==> src/rtl/oxcvr_pkg.sv <==
// Package: shared control type and decode helpers for the latched transceiver.
// Assumes all three direction controls are active low.
package oxcvr_pkg;

    typedef struct packed {
        logic sel_n;   // enables storage and output of one direction
        logic hold_n;  // low lets the bank follow its input
        logic drv_n;   // low lets the bank drive the far port
    } dir_ctrl_t;

    // Bank follows its input only when selected and not holding.
    function automatic logic is_open(input dir_ctrl_t c);
        return !c.sel_n && !c.hold_n;
    endfunction

    // Far port is driven only when selected and drive requested.
    function automatic logic is_driving(input dir_ctrl_t c);
        return !c.sel_n && !c.drv_n;
    endfunction

endpackage

==> src/rtl/oxcvr_latch_bank.sv <==
// Module: one direction's storage bank, one storage bit per data bit.
// Models a level-sensitive latch with a clock: every edge at which the bank
// is open takes in the input, and between edges an open bank is combinationally
// transparent. A closed bank presents the value it last took in.
// Assumes a synchronous active-low reset that clears all bits.
module oxcvr_latch_bank #(
    parameter int WIDTH = 8
) (
    input  logic                   clk,
    input  logic                   rst_n,
    input  logic [WIDTH-1:0]       d_in,
    input  oxcvr_pkg::dir_ctrl_t   ctrl,
    output logic [WIDTH-1:0]       q_view
);
    logic open_w;
    assign open_w = oxcvr_pkg::is_open(ctrl);

    for (genvar i = 0; i < WIDTH; i++) begin : g_bit
        logic held_q;

        // Capture the input bit while open; clear on reset.
        always_ff @(posedge clk) begin
            if (!rst_n)
                held_q <= 1'b0;
            else if (open_w)
                held_q <= d_in[i];
        end

        // Present the live input while open, the held bit otherwise.
        assign q_view[i] = open_w ? d_in[i] : held_q;
    end

endmodule

==> src/rtl/oxcvr_driver.sv <==
// Module: output gate for one direction.
// Drives the bank view onto the far port when selected and enabled, else
// presents zero with the drive flag low. Purely combinational.
module oxcvr_driver #(
    parameter int WIDTH = 8
) (
    input  logic [WIDTH-1:0]       view,
    input  oxcvr_pkg::dir_ctrl_t   ctrl,
    output logic [WIDTH-1:0]       port_out,
    output logic                   port_oe
);
    logic en_w;
    assign en_w = oxcvr_pkg::is_driving(ctrl);

    // Gate the data with the drive condition so an idle port reads zero.
    always_comb begin
        port_oe  = en_w;
        port_out = en_w ? view : '0;
    end

endmodule

==> src/rtl/oxcvr_contention.sv <==
// Module: flags cycles in which the block drives both ports at once.
// Assumes the drive flags come straight from the two output gates.
module oxcvr_contention (
    input  logic a_drive,
    input  logic b_drive,
    output logic clash
);
    // Combinational overlap of the two drive flags.
    always_comb clash = a_drive && b_drive;

endmodule

==> src/rtl/oxcvr_core.sv <==
// Module: bidirectional latched transceiver core with split port signals.
// Two fully independent directions, each a storage bank plus an output gate,
// and a contention detector across both drive flags. An outer level is
// expected to turn (in, out, oe) triples into tri-state buses.
module oxcvr_core #(
    parameter int WIDTH = 8
) (
    input  logic             clk,
    input  logic             rst_n,
    input  logic [WIDTH-1:0] a_in,
    output logic [WIDTH-1:0] a_out,
    output logic             a_oe,
    input  logic [WIDTH-1:0] b_in,
    output logic [WIDTH-1:0] b_out,
    output logic             b_oe,
    input  logic             ab_sel_n,
    input  logic             ab_hold_n,
    input  logic             ab_drv_n,
    input  logic             ba_sel_n,
    input  logic             ba_hold_n,
    input  logic             ba_drv_n,
    output logic             both_drive
);
    oxcvr_pkg::dir_ctrl_t ab_ctrl, ba_ctrl;
    logic [WIDTH-1:0]     ab_view, ba_view;

    // Bundle each direction's controls.
    always_comb begin
        ab_ctrl = '{sel_n: ab_sel_n, hold_n: ab_hold_n, drv_n: ab_drv_n};
        ba_ctrl = '{sel_n: ba_sel_n, hold_n: ba_hold_n, drv_n: ba_drv_n};
    end

    oxcvr_latch_bank #(.WIDTH(WIDTH)) ab_bank_i (
        .clk(clk), .rst_n(rst_n), .d_in(a_in), .ctrl(ab_ctrl), .q_view(ab_view)
    );

    oxcvr_latch_bank #(.WIDTH(WIDTH)) ba_bank_i (
        .clk(clk), .rst_n(rst_n), .d_in(b_in), .ctrl(ba_ctrl), .q_view(ba_view)
    );

    oxcvr_driver #(.WIDTH(WIDTH)) b_drv_i (
        .view(ab_view), .ctrl(ab_ctrl), .port_out(b_out), .port_oe(b_oe)
    );

    oxcvr_driver #(.WIDTH(WIDTH)) a_drv_i (
        .view(ba_view), .ctrl(ba_ctrl), .port_out(a_out), .port_oe(a_oe)
    );

    oxcvr_contention clash_i (
        .a_drive(a_oe), .b_drive(b_oe), .clash(both_drive)
    );

endmodule

==> config.mk <==
export PLATFORM = sky130hd
export DESIGN_NAME = oxcvr_core
export DESIGN_NICKNAME = d
export VERILOG_FILES = /design/src/rtl/oxcvr_pkg.sv /design/src/rtl/oxcvr_latch_bank.sv /design/src/rtl/oxcvr_driver.sv /design/src/rtl/oxcvr_contention.sv /design/src/rtl/oxcvr_core.sv
export SDC_FILE = /design/constraint.sdc
export NUM_CORES = 1
export LEC_CHECK = 0
export BUFFER_PORTS_ARGS = -buffer_cell sky130_fd_sc_hd__buf_2
export CAP_MARGIN = 20
export CORE_UTILIZATION = 45
export DETAILED_ROUTE_END_ITERATION = 16
export PLACE_DENSITY_LB_ADDON = 0.25
export SETUP_SLACK_MARGIN = 0.1
export SLEW_MARGIN = 40
export SYNTH_ARGS = -nofsm -noshare
export SYNTH_HDL_FRONTEND = slang
export SYNTH_SLANG_ARGS = --single-unit
==> constraint.sdc <==
create_clock -name clk -period 1.2 [get_ports clk]
set_clock_uncertainty 0.15 [all_clocks]
set_input_delay 0.18 -clock clk [delete_from_list [all_inputs] [get_ports clk]]
set_output_delay 0.18 -clock clk [all_outputs]
set_load 0.02 [all_outputs]
==> metrics.md <==
| Metric | Value |
|---|---|
| Initial antenna violation count | 0 |
| Clock power share | 0.266 |
| Cell row count | 16 |
| Placed cell count | 180 |
| Max-cap violations | 0 |
| Hold Violations, Final | 0 |
| Sequential fraction of the synthesis area | 0.345 |
| Port bufs | 42 |
| Nets | 204 |
| Core Footprint | roughly 0.002 mm2 |
| Gate Count Post-Synth | about 120 |
| Clk root buf | clkbuf_4 |
| Clock buffer depth | 2 |
| Clock slew at reported path FFs | approximately 120 ps |
| Status | finished, violations left |
| CP Max Fanout | 2 |
| Clk Latency, worst-skew pair | around 310 ps |
| Setup slack after layout | -195 ps |
| Setup TNS | -2350 ps |
| Area of the die | between 0.002 and 0.0025 mm2 |
| Overall routed net length | 4.68 mm |
| NetSw | approximately 530 uW |
| RSZ-0062 raised after global routing | true |
| Syn avg cell area | between 8 and 9 um2 |
| Gr ovfl total | 0 |
| Layout cells sized above 1 | 0.637 |
| Num CTS Buffers | 3 |
| Period utilisation layout | 1.16 |
| Die H | about 47 um |
| CTS tree | built |
| Worst EP arrival | roughly 1100 ps |
| DR iter-0 viols | 59 |
| Vias per cell | between 6 and 7 |
| Max-slew violation count | 0 |
| Most common cell after layout, fill and taps aside | buf_6 |
| Fill cell count | 43 |
| Combinational power share | 0.348 |
| Leak | between 0.7 and 0.8 nW |
| Post-DP Area | ~0.0013 mm2 |
| Unique cell type count in the Yosys netlist | 12 |
| PD cells | about 820 mW/mm2 |
| Area Overhead vs Synth | 100% |
| Remaining DRCs | 0 |
| IO Count | 43 |
| Internal | 1.00 mW |
| Syn Std Cell Area | slightly above 900 um2 |
| Total global-route track usage | 0.326 |
| Commonest non-fill, non-tap cells in the layout | buf_6, nor2_4, buf_2 |
| Seq pwr share | 0.386 |
| Nature of the critical path endpoint | output pin |
| Post-Place Worst Slack | -178 ps |
| Min Clock Period, post-route | 1390 ps |
| Largest net degree at the start of global routing | 33 |
| Hold Slack | between 150 and 200 ps |
| Crit Path Category | reg -> out |
| Post-synthesis register bit count | 16 |
| Initial core utilization | 0.479 |
| CTS Sinks | 16 |
| Sw Share | 0.344 |
| RePlAce Congestion | around 0.75 |
| First-pass GRT wire length | approximately 5 mm |
| Final setup vio count | 16 |
| Vias | 1,270 |
| Cell area after layout | ~0.0019 mm2 |
| CP Launch Type | flip-flop |
| Post-DRT Antenna Nets | 0 |
| Violated checks | setup timing |
| Number of synthesis warnings | 0 |
| Hpwl dp | ~1.5 mm |
| H-tree lvl count | 1 |
| Hold crit path type | in -> reg |
| Hold path depth | 4 |
| Post-Syn Nets | 140 |
| Final cell count without fillers | roughly 200 |
| Slew @ Worst Pin | between 500 and 600 ps |
| WL/cell | ~23 um |
| Vias in the first global route | 1,072 |
| VDD IR max | ~1000 uV |
| Fmax | between 700 and 800 MHz |
| Antenna Cells | 0 |
| Relative slew slack | 0.635 |
| Die Wd | 47.5 um |
| Pre-Repair DR Iteration Count | 4 |
| Reg2reg path depth | 3 |
| Critical Path RT | about 870 ps |
==> critical path: stages (launching register included) <==
cell and delay [ps]:
dfxtp_2 350, mux2i_2 230, nor2_4 50, buf_6 130
==> cells in the mapped netlist <==
library cell / n / area, um2
o21ai_1: 16 / 80.1
buf_2: 5 / 25.0
nand2_1: 16 / 60.1
inv_1: 2 / 7.51
or2_0: 1 / 6.26
buf_6: 5 / 56.3
clkbuf_1: 3 / 11.3
dfxtp_1: 16 / 320
or2_1: 3 / 18.8
mux2i_1: 16 / 160
nor2_1: 17 / 63.8
o211ai_1: 16 / 120
==> kinds of logic after synthesis <==
logic type | synth area share
AND/OR/NAND/NOR | 0.160
multiplexers | 0.172
flip-flops | 0.345
AO/OA/AOI/OAI | 0.215
buffers and inverters | 0.108
==> per-stage QoR <==
stage | total power [mW] | utilization
after CTS | 1.39 | 0.898
after global routing | 1.56 | 0.959
after global placement | 0.893 | 0.665
after detailed placement | 0.903 | 0.665
final | 1.53 | 0.959
after floorplan | 0.833 | -
==> state kept, by name (all words and copies together) (netlist names) <==
register	cells
ab_bank_i.g_bit.held_q	8
ba_bank_i.g_bit.held_q	8
==> final cells by class <==
type / instances / area (um2) / share of cell area
Clock buffer: 4 / 36.3 / 0.0195
Timing Repair Buffer: 70 / 613 / 0.329
Tap cell: 27 / 33.8 / 0.0181
Inverter: 2 / 10.0 / 0.00538
Sequential cell: 16 / 340 / 0.183
Multi-Input combinational cell: 87 / 828 / 0.445
==> final timing paths <==
| path | from | end | slack, ps |
|---|---|---|---|
| max | ba_bank_i.g_bit[3].held_q$_SDFF_PN0_ | a_out[3] | -190 |
| min | ab_sel_n | ab_bank_i.g_bit[1].held_q$_SDFF_PN0_ | 170 |
| max reg2reg | ba_bank_i.g_bit[3].held_q$_SDFF_PN0_ | ba_bank_i.g_bit[3].held_q$_SDFF_PN0_ | 210 |
| min reg2reg | ba_bank_i.g_bit[1].held_q$_SDFF_PN0_ | ba_bank_i.g_bit[1].held_q$_SDFF_PN0_ | 380 |
==> per-layer routing <==
metal | GRT usage | share of wire | routed length, um | vias to the layer above
met5 | 0 | 0 | 0 | -
li1 | - | - | - | 535
met2 | 0.600 | 0.53 | 2470 | 104
met1 | 0.360 | 0.33 | 1530 | 593
met4 | 0.171 | 0.071 | 331 | 0
met3 | 0.0453 | 0.073 | 341 | 38
==> timing repair <==
item | 4_1_cts | 5_1_grt
endpoints found under the setup margin | 19 | 20
hold buffers | 16 | 0
gates resized for setup | 77 | 12
pin swaps | 19 | 5
gates cloned | 2 | 0
hold endpoints to repair | 16 | 0
setup buffers | 1 | 3
==> power by group through the flow <==
stage / sequential (mW) / combinational, mW / clock (mW)
after detailed placement: 0.583 / 0.319 / 0
after global placement: 0.582 / 0.311 / 0
after global routing: 0.592 / 0.551 / 0.415
after CTS: 0.580 / 0.443 / 0.369
final: 0.591 / 0.533 / 0.407
after floorplan: 0.580 / 0.254 / 0
(Power assumes the default switching activity.)
